File: src/rtl/pe_pkg.sv
package pe_pkg;

   // register indices of the write port
   typedef enum logic [3:0] {
      PE_RG_RISE = 4'd0,
      PE_RG_FALL = 4'd1,
      PE_H1_RISE = 4'd2,
      PE_H1_FALL = 4'd3,
      PE_H3_RISE = 4'd4,
      PE_H3_FALL = 4'd5,
      PE_SHP_LOC = 4'd6,
      PE_SHD_LOC = 4'd7,
      PE_CTRL    = 4'd8
   } pe_reg_e;

   localparam int PE_NUM_CODES = 8;
   localparam int PE_CTRL_W    = 4;

   // control bit positions
   localparam int PE_B_RG_INV = 0;
   localparam int PE_B_H1_INV = 1;
   localparam int PE_B_H3_INV = 2;
   localparam int PE_B_DIV2   = 3;

endpackage

File: src/rtl/pe_phase_counter.sv
module pe_phase_counter #(
   parameter int PERIOD = 48,
   parameter int PH_W   = 6
) (
   input  logic            clk,
   input  logic            rst,
   input  logic            pix_sync,
   input  logic            div2,
   output logic [PH_W-1:0] phase,
   output logic            advance,
   output logic            reload
);
   localparam logic [PH_W-1:0] LAST = PH_W'(PERIOD - 1);

   logic half_q;

   assign advance = ~div2 | half_q;
   assign reload  = pix_sync | (advance & (phase == LAST));

   always_ff @(posedge clk or posedge rst) begin
      if (rst) begin
         phase  <= '0;
         half_q <= 1'b0;
      end else if (pix_sync) begin
         phase  <= '0;
         half_q <= 1'b0;
      end else begin
         if (advance) begin
            phase <= (phase == LAST) ? '0 : phase + 1'b1;
         end
         half_q <= div2 ? ~half_q : 1'b0;
      end
   end
endmodule

File: src/rtl/pe_edge_bank.sv
module pe_edge_bank
   import pe_pkg::*;
#(
   parameter int CODE_W = 6,
   parameter int ADDR_W = 4
) (
   input  logic                           clk,
   input  logic                           rst,
   input  logic                           wr_en,
   input  logic [ADDR_W-1:0]              wr_addr,
   input  logic [CODE_W-1:0]              wr_data,
   input  logic                           reload,
   output logic [PE_NUM_CODES*CODE_W-1:0] act_codes,
   output logic [PE_CTRL_W-1:0]           act_ctrl
);
   logic [PE_NUM_CODES*CODE_W-1:0] stg_codes;
   logic [PE_CTRL_W-1:0]           stg_ctrl;

   for (genvar i = 0; i < PE_NUM_CODES; i++) begin : g_code
      always_ff @(posedge clk or posedge rst) begin
         if (rst) begin
            stg_codes[i*CODE_W +: CODE_W] <= '0;
            act_codes[i*CODE_W +: CODE_W] <= '0;
         end else begin
            if (reload) begin
               act_codes[i*CODE_W +: CODE_W] <= stg_codes[i*CODE_W +: CODE_W];
            end
            if (wr_en && (wr_addr == ADDR_W'(i))) begin
               stg_codes[i*CODE_W +: CODE_W] <= wr_data;
            end
         end
      end
   end

   always_ff @(posedge clk or posedge rst) begin
      if (rst) begin
         stg_ctrl <= '0;
         act_ctrl <= '0;
      end else begin
         if (reload) begin
            act_ctrl <= stg_ctrl;
         end
         if (wr_en && (wr_addr == ADDR_W'(PE_CTRL))) begin
            stg_ctrl <= wr_data[PE_CTRL_W-1:0];
         end
      end
   end
endmodule

File: src/rtl/pe_code_map.sv
module pe_code_map #(
   parameter int QUAD_BITS  = 2,
   parameter int SLOT_BITS  = 4,
   parameter int QUAD_SLOTS = 12,
   parameter int PH_W       = 6
) (
   input  logic [QUAD_BITS+SLOT_BITS-1:0] code,
   output logic [PH_W-1:0]                slot
);
   localparam int CODE_W = QUAD_BITS + SLOT_BITS;

   logic [QUAD_BITS-1:0] quad;
   logic [SLOT_BITS-1:0] low;
   int                   low_c;

   assign quad = code[CODE_W-1 -: QUAD_BITS];
   assign low  = code[SLOT_BITS-1:0];

   always_comb begin
      low_c = (int'(low) > QUAD_SLOTS - 1) ? QUAD_SLOTS - 1 : int'(low);
      slot  = PH_W'(int'(quad) * QUAD_SLOTS + low_c);
   end
endmodule

File: src/rtl/pe_wave.sv
module pe_wave #(
   parameter int PH_W = 6
) (
   input  logic            clk,
   input  logic            rst,
   input  logic            rst_val,
   input  logic [PH_W-1:0] phase,
   input  logic [PH_W-1:0] rise,
   input  logic [PH_W-1:0] fall,
   input  logic            inv,
   output logic            wave
);
   logic hit;

   always_comb begin
      if (rise < fall)      hit = (phase >= rise) && (phase < fall);
      else if (rise > fall) hit = (phase >= rise) || (phase < fall);
      else                  hit = 1'b0;
   end

   always_ff @(posedge clk or posedge rst) begin
      if (rst) wave <= rst_val;
      else     wave <= hit ^ inv;
   end
endmodule

File: src/rtl/pix_edge_gen.sv
module pix_edge_gen
   import pe_pkg::*;
#(
   parameter int QUAD_BITS  = 2,
   parameter int SLOT_BITS  = 4,
   parameter int QUAD_SLOTS = 12,
   parameter int ADDR_W     = 4
) (
   input  logic                           clk,
   input  logic                           rst,
   input  logic                           pix_sync,
   input  logic                           wr_en,
   input  logic [ADDR_W-1:0]              wr_addr,
   input  logic [QUAD_BITS+SLOT_BITS-1:0] wr_data,
   input  logic                           ref_in,
   output logic                           ref_out,
   output logic                           rg,
   output logic                           h1,
   output logic                           h2,
   output logic                           h3,
   output logic                           h4,
   output logic                           shp,
   output logic                           shd
);
   localparam int CODE_W = QUAD_BITS + SLOT_BITS;
   localparam int PERIOD = QUAD_SLOTS * (1 << QUAD_BITS);
   localparam int PH_W   = $clog2(PERIOD);
   localparam logic [PH_W-1:0] LAST = PH_W'(PERIOD - 1);

   if (QUAD_SLOTS > (1 << SLOT_BITS)) begin : g_bad_slots
      $error("QUAD_SLOTS does not fit in SLOT_BITS");
   end
   if (CODE_W < PE_CTRL_W) begin : g_bad_code
      $error("edge code narrower than control field");
   end
   if ((1 << ADDR_W) <= int'(PE_CTRL)) begin : g_bad_addr
      $error("ADDR_W too small for register map");
   end

   logic [PH_W-1:0]                phase;
   logic                           advance;
   logic                           reload;
   logic [PE_NUM_CODES*CODE_W-1:0] act_codes;
   logic [PE_CTRL_W-1:0]           act_ctrl;
   logic [PH_W-1:0]                slot_w [PE_NUM_CODES];
   logic [PH_W-1:0]                rg_r_slot, rg_f_slot;
   logic [PH_W-1:0]                shp_end, shd_end;

   assign ref_out = ~ref_in;

   pe_phase_counter #(.PERIOD(PERIOD), .PH_W(PH_W)) u_ctr (
      .clk(clk), .rst(rst), .pix_sync(pix_sync),
      .div2(act_ctrl[PE_B_DIV2]),
      .phase(phase), .advance(advance), .reload(reload)
   );

   pe_edge_bank #(.CODE_W(CODE_W), .ADDR_W(ADDR_W)) u_bank (
      .clk(clk), .rst(rst), .wr_en(wr_en), .wr_addr(wr_addr),
      .wr_data(wr_data), .reload(reload),
      .act_codes(act_codes), .act_ctrl(act_ctrl)
   );

   for (genvar i = 0; i < PE_NUM_CODES; i++) begin : g_map
      pe_code_map #(
         .QUAD_BITS(QUAD_BITS), .SLOT_BITS(SLOT_BITS),
         .QUAD_SLOTS(QUAD_SLOTS), .PH_W(PH_W)
      ) u_map (
         .code(act_codes[i*CODE_W +: CODE_W]),
         .slot(slot_w[i])
      );
   end

   assign rg_r_slot = slot_w[PE_RG_RISE];
   assign rg_f_slot = slot_w[PE_RG_FALL];
   // a strobe is a one-slot window ending at the following slot
   assign shp_end = (slot_w[PE_SHP_LOC] == LAST) ? '0 : slot_w[PE_SHP_LOC] + 1'b1;
   assign shd_end = (slot_w[PE_SHD_LOC] == LAST) ? '0 : slot_w[PE_SHD_LOC] + 1'b1;

   pe_wave #(.PH_W(PH_W)) u_rg (
      .clk(clk), .rst(rst), .rst_val(1'b0), .phase(phase),
      .rise(rg_r_slot), .fall(rg_f_slot),
      .inv(act_ctrl[PE_B_RG_INV]), .wave(rg)
   );
   pe_wave #(.PH_W(PH_W)) u_h1 (
      .clk(clk), .rst(rst), .rst_val(1'b0), .phase(phase),
      .rise(slot_w[PE_H1_RISE]), .fall(slot_w[PE_H1_FALL]),
      .inv(act_ctrl[PE_B_H1_INV]), .wave(h1)
   );
   pe_wave #(.PH_W(PH_W)) u_h2 (
      .clk(clk), .rst(rst), .rst_val(1'b1), .phase(phase),
      .rise(slot_w[PE_H1_RISE]), .fall(slot_w[PE_H1_FALL]),
      .inv(~act_ctrl[PE_B_H1_INV]), .wave(h2)
   );
   pe_wave #(.PH_W(PH_W)) u_h3 (
      .clk(clk), .rst(rst), .rst_val(1'b0), .phase(phase),
      .rise(slot_w[PE_H3_RISE]), .fall(slot_w[PE_H3_FALL]),
      .inv(act_ctrl[PE_B_H3_INV]), .wave(h3)
   );
   pe_wave #(.PH_W(PH_W)) u_h4 (
      .clk(clk), .rst(rst), .rst_val(1'b1), .phase(phase),
      .rise(slot_w[PE_H3_RISE]), .fall(slot_w[PE_H3_FALL]),
      .inv(~act_ctrl[PE_B_H3_INV]), .wave(h4)
   );
   pe_wave #(.PH_W(PH_W)) u_shp (
      .clk(clk), .rst(rst), .rst_val(1'b0), .phase(phase),
      .rise(slot_w[PE_SHP_LOC]), .fall(shp_end),
      .inv(1'b0), .wave(shp)
   );
   pe_wave #(.PH_W(PH_W)) u_shd (
      .clk(clk), .rst(rst), .rst_val(1'b0), .phase(phase),
      .rise(slot_w[PE_SHD_LOC]), .fall(shd_end),
      .inv(1'b0), .wave(shd)
   );
endmodule

File: config.mk
export PLATFORM = sky130hd
export DESIGN_NAME = pix_edge_gen
export DESIGN_NICKNAME = d
export VERILOG_FILES = /design/src/rtl/pe_pkg.sv /design/src/rtl/pe_phase_counter.sv /design/src/rtl/pe_edge_bank.sv /design/src/rtl/pe_code_map.sv /design/src/rtl/pe_wave.sv /design/src/rtl/pix_edge_gen.sv
export SDC_FILE = /design/constraint.sdc
export NUM_CORES = 1
export LEC_CHECK = 0
export ABC_AREA = 1
export BUFFER_PORTS_ARGS = -buffer_cell sky130_fd_sc_hd__buf_2
export CAP_MARGIN = 15
export CORE_MARGIN = 2
export CORE_UTILIZATION = 50
export CTS_CLUSTER_DIAMETER = 50
export DETAILED_ROUTE_END_ITERATION = 8
export GPL_TIMING_DRIVEN = 0
export MAX_ROUTING_LAYER = met4
export PLACE_DENSITY_LB_ADDON = 0.25
export SKIP_LAST_GASP = 1
export SLEW_MARGIN = 30
export SYNTH_ARGS = -nofsm -noshare
export SYNTH_HDL_FRONTEND = slang
export SYNTH_SLANG_ARGS = --single-unit
File: constraint.sdc
create_clock -name clk -period 3.7 [get_ports clk]
set_input_delay 0.37 -clock clk [delete_from_list [all_inputs] [get_ports clk]]
set_output_delay 0.37 -clock clk [all_outputs]
set_load 0.01 [all_outputs]
# Yosys cells after proc, flatten, opt, wreduce, memory -nomap -nowiden
# Index checks and enable logic that the tools add are counted.
dict set report word_totals {
  ff_bits 118
  latchBits 0
  ramBits 0
  mem_bits_ro 0
  in_bits 15
  out_inout_bits 8
  memories 0
}
dict set report op_classes {
  n_addsub 11
  multipliers 8
  div_mod_pow 0
  order_cmp 28
  n_eq_ne 11
  shift 0
  mux 25
  n_bitwise 13
  n_reduce_logical 21
}
# cell count
set op_table {}
lappend op_table {{$lt A6 B6 Y1} 10}
lappend op_table {{$add A6 B6 Y6} 8}
lappend op_table {{$gt A4 B4 Y1 const B} 8}
lappend op_table {{$mul A2 B2 Y4 const B} 8}
lappend op_table {{$mux W4} 8}
lappend op_table {{$ge A6 B6 Y1} 5}
lappend op_table {{$gt A6 B6 Y1} 5}
lappend op_table {{$mux W6} 5}
lappend op_table {{$add A6 B1 Y6 const B} 3}
lappend op_table {{$eq A6 B6 Y1 const B} 3}
lappend op_table {{$eq A4 B3 Y1 const B} 4}
lappend op_table {{$logic_and A1 B1 Y1} 14}
lappend op_table {{$mux W1} 12}
lappend op_table {{$eq A4 B2 Y1 const B} 2}
lappend op_table {{$logic_or A1 B1 Y1} 5}
lappend op_table {{$not A1 Y1} 5}
lappend op_table {{$xor A1 B1 Y1} 5}
lappend op_table {{$eq A4 B1 Y1 const B} 1}
lappend op_table {{$eq A4 B4 Y1 const B} 1}
lappend op_table {{$logic_not A4 Y1} 1}
lappend op_table {{$or A1 B1 Y1} 2}
lappend op_table {{$reduce_bool A2 Y1} 1}
lappend op_table {{$and A1 B1 Y1} 1}

# Depth between registers and ports, before layout
dict set report depth {
  depth_word 9
  ltp_mapped 21
  mapped_depth_nobuf 21
}

# Worst setup path after synthesis
# OpenSTA, ideal clock, no wires.
dict set report synth_timing {
  kind {register to register}
  start {reg u_bank.act_codes[28]}
  end {reg u_h3.wave}
  setup_ps 117
  arrival_ps 2599
  required_ps 3583
  path_slack_ps 985
  stages_incl_launch_ff 19
  path_buffers 0
  synth_period_minus_slack_ps 2715
  path_cell_list {dfrtp_1 inv_1 ha_1 inv_1 ha_1 nand2_1 inv_1 o21ai_0 xor2_1 inv_1 ha_1 nand2_1 nor2_1 o21ai_0 o211ai_1 o21ai_0 nand2_1 nand2_1 nand2_1}
}
dict set report synth_via {
  elab_chain_len 7
  elab_cells_between_ends 10
  cone_classes {add/sub (1); mul (1); order compare (3); mux (2); bitwise (1); reduce/logical (2)}
}
# element line
set synth_lines {}
lappend synth_lines {{start: declaration} pe_edge_bank.sv:13} ;# output logic [PE_NUM_CODES*CODE_W-1:0] act_codes,
lappend synth_lines {{start signal: indexed assignment} pe_edge_bank.sv:26} ;# act_codes[i*CODE_W +: CODE_W] <= stg_codes[i*CODE_W +: CODE_W];
lappend synth_lines {{$mul A2 B2 Y4 *} pe_code_map.sv:21} ;# slot = PH_W'(int'(quad) * QUAD_SLOTS + low_c);
lappend synth_lines {{$add A6 B6 Y6 *} pe_code_map.sv:21}
lappend synth_lines {{$ge A6 B6 Y1} {pe_wave.sv:16, pe_wave.sv:17}}
lappend synth_lines {{$logic_or A1 B1 Y1} pe_wave.sv:17} ;# else if (rise > fall) hit = (phase >= rise) || (phase < fall);
lappend synth_lines {{$mux W1} pe_wave.sv:17}
lappend synth_lines {{$mux W1 *} pe_wave.sv:16} ;# if (rise < fall) hit = (phase >= rise) && (phase < fall);
lappend synth_lines {{$xor A1 B1 Y1 *} pe_wave.sv:23} ;# else wave <= hit ^ inv;
lappend synth_lines {{end signal: assignment} pe_wave.sv:22} ;# if (rst) wave <= rst_val;
lappend synth_lines {{end signal: assignment} pe_wave.sv:23}
lappend synth_lines {{end: declaration} pe_wave.sv:11} ;# output logic wave
# Mark *: on every way between the ends. The rest lies on a longest branch, timed or not.
# A chain may end at the register's enable or synchronous reset.

# Final worst setup path
# Ends and elaborated chain as after synthesis.

==> out/qor.txt <==
Fill cells: 1345
reg2reg path depth: 18
cell chain of the critical path: inv_1 > ha_1 > inv_1 > ha_1 > nand2_1 > inv_1 > o21ai_0 > xor2_1 > inv_1 > ha_1 > nand2_1 > nor2_1 > o21ai_0 > o211ai_1 > o21ai_0 > nand2_1 > nand2_1 > nand2_1
Root Buffer: clkbuf_16
Synth area leaders: dfrtp_1 (37%), ha_1 (18%), nand2_1 (10%)
Pre-antenna DRT Iters: 5
Mapped Area: 0.00774 mm²
Worst-Margin Slew: 0.830 ns
post-synthesis sequential area ratio: 38.2%
most frequent cells in the layout: nand2_1 (208), inv_1 (148), o21ai_0 (118)
slowest CP cell: dfrtp_1
sw power: 2.39 mW
pin count of the biggest net entering global routing: 94
first-pass GRT wire length: 28000 µm
post-layout minimum cycle time: 3.09 ns
final worst-path setup slack: 0.612 ns
yosys warns: 0
Simple-Gate Fraction of Synth Area: 16.2%
vias per cell: 5.15
DR WL/cell: 14.3 µm
Clock Power Share: 26.4%
critical path peak fanout: 3
fraction of layout cells with a size suffix above 1: 9.52%
hold depth: 2
CTS tree: done
min-delay src: pix_sync
mux cell area share after synthesis: 3.30%
Die H: 128 µm
CTS resizes: 0
Adder-Cell Fraction of Synth Area: 20.2%
WL final: 16600 µm
CP peak stage delay: 0.37 ns
final hold violation count: 0
Arr. time, crit path: 3.39 ns
Final Cycle Share: 83.5%
compound-gate portion of the synthesized area: 11.7%
most common cell after layout, fill and taps aside: nand2_1
WP buf/inv: 4
worst-case clock buffer depth: 2
fmax: 324 MHz
#FFs+latches synth: 118
RSZ-0062 raised after global routing: no
Placer Congestion: 0.807
Gate power share: 43.6%
Switching Fraction: 39.0%
hold_buf cts: 1
diodes inserted: 0
Starting Density: 51.1%
DRT antenna net count: 0
Cells after Synth: 922
vias in the first global route: 5889
initial antenna violation count: 0
residual DRC count: 0
port bufs: 22
CTS clk-pin slew, worst paths: 0.06 ns
IO Pins: 23
Post-Synth XOR/XNOR Area: 1.70%
Sequential Power Share: 30.0%
Cell variety after synth: 33
Worst Path Required: 4.00 ns
Die X: 128 µm
Synth Area per Inst: 8.40 µm²
path type of the worst min-delay path: in2reg
CTS HTree Levels: 4
Setup-failing EPs final: 0
area share of the largest cell type after synthesis: 37.5%
status: finished clean
die area: 0.0165 mm²
area of the core: 0.0151 mm²
Slew headroom: 44.7%
Placed Cells: 1133
clk_skew: 0.0113 ns
Post-CTS Setup Bufs: 0
Final Instance Count excl. Fillers: 1165
Layout area overhead: 12.5%
total power: 6.14 mW
CTS buffer count: 17
P_leak: 4.69 nW
asr flop ratio synth: 100%
Worst setup EP type: flip-flop
commonest register cell after synthesis: dfrtp_1
Final nets: 1100
RR Startpoint: u_bank.act_codes[28]
pre-CTS setup slack: 0.639 ns
Rows: 45
smallest hold slack: 0.227 ns
number of synthesized flops with an enable pin: 0
power per cell area: 704 mW/mm²
Crit path top cell by count: nand2_1
initial DRC count: 377
combinational family with the most area after synthesis: adder cells
Total GRT Usage: 22.4%
Worst setup SP type: flip-flop
vias: 5999
CP delay by family, top: adder cells
worst setup path category: reg2reg
Clock Sink Count: 118
setup slack, reg-to-reg: 0.61 ns
Synth area leader: dfrtp_1
Worst-Skew Late Latency: 0.41 ns
Final HPWL DP: 11800 µm
FF-to-FF End: u_h3.wave
Synth Net Count: 1057
Max Slew Vio Count: 0
peak supply drop: 0.529 mV
Pint: 3.74 mW
Max Cap Viol: 0
GRT overflow: 0
Hold Crit Endpoint: u_ctr.half_q
==> sequential cells by signal, indices dropped and copies added (netlist names) <==
signal and cells:
u_bank.stg_ctrl 4, u_bank.act_ctrl 4, u_h3.wave 1, u_rg.wave 1, u_ctr.phase 6, u_h1.wave 1
u_shp.wave 1, u_bank.stg_codes 48, u_shd.wave 1, u_ctr.half_q 1, u_bank.act_codes 48, u_h4.wave 1
u_h2.wave 1
==> cell usage after synthesis, types with 8 or more instances <==
library cell,n
nand2_1,208
nand3_1,33
clkbuf_1,18
xor2_1,11
ha_1,112
inv_1,149
a21oi_1,39
o21ai_0,118
dfrtp_1,116
nor2_1,41
mux2_4,17
nand4_1,10
fa_1,8
==> metrics by stage <==
step	setup TNS (ns)	instance area, µm²	utilization (%)
global route	0	8720	57.5
detailed placement	0	8130	53.6
floorplan	0	7740	-
finish	0	8720	57.5
CTS	0	8720	57.5
global placement	-134.91	8090	53.4
==> power by group through the flow <==
| stage | logic, mW | clock network [mW] | registers [mW] |
|---|---|---|---|
| after detailed placement | 2.66 | 0 | 1.86 |
| after global routing | 3.15 | 1.70 | 1.88 |
| after floorplan | 2.08 | 0 | 1.81 |
| after global placement | 2.57 | 0 | 1.85 |
| final | 2.68 | 1.62 | 1.84 |
| after CTS | 2.70 | 1.63 | 1.84 |
==> metal layers <==
| layer | vias up | track usage, % | share of wire, % |
|---|---|---|---|
| li1 | 3069 | - | - |
| met1 | 2824 | 28.4 | 47 |
| met2 | 87 | 37.2 | 48 |
| met3 | 19 | 4.12 | 3.5 |
| met4 | 0 | 6.01 | 1.3 |
| met5 | - | - | 0 |
==> area by class of cell <==
class / count / area [µm²] / share of cell area [%]
inverters: 151 / 574 / 6.59
flip-flops and latches: 118 / 2960 / 33.9
repair buffers: 24 / 148 / 1.69
multi-input cells: 628 / 4110 / 47.1
plain buffers: 25 / 115 / 1.32
clock buffers: 19 / 453 / 5.20
clock inverters: 12 / 128 / 1.46
well taps: 188 / 235 / 2.70
==> worst max-delay path by stage <==
stage / start / cells past startpoint / slack [ns] / endpoint
finish: u_bank.act_codes[28] / 18 / 0.61 / u_h3.wave
global route: u_bank.act_codes[28] / 18 / 0.30 / u_h3.wave
global placement: rst / 2 / -1.17 / u_shp.wave
CTS: u_bank.act_codes[28] / 18 / 0.61 / u_h3.wave
detailed placement: u_bank.act_codes[28] / 18 / 0.64 / u_h3.wave
floorplan: rst / 1 / 0.20 / u_bank.act_codes[0]
==> logic make-up after synthesis <==
group                    after synthesis
AND/OR/NAND/NOR                      304
buffers and inverters                176
AO/OA/AOI/OAI                        172
adder cells (fa/ha/maj)              120
flip-flops                           118
multiplexers                          17
XOR/XNOR                              15
Power figures use the tool's default switching activity.
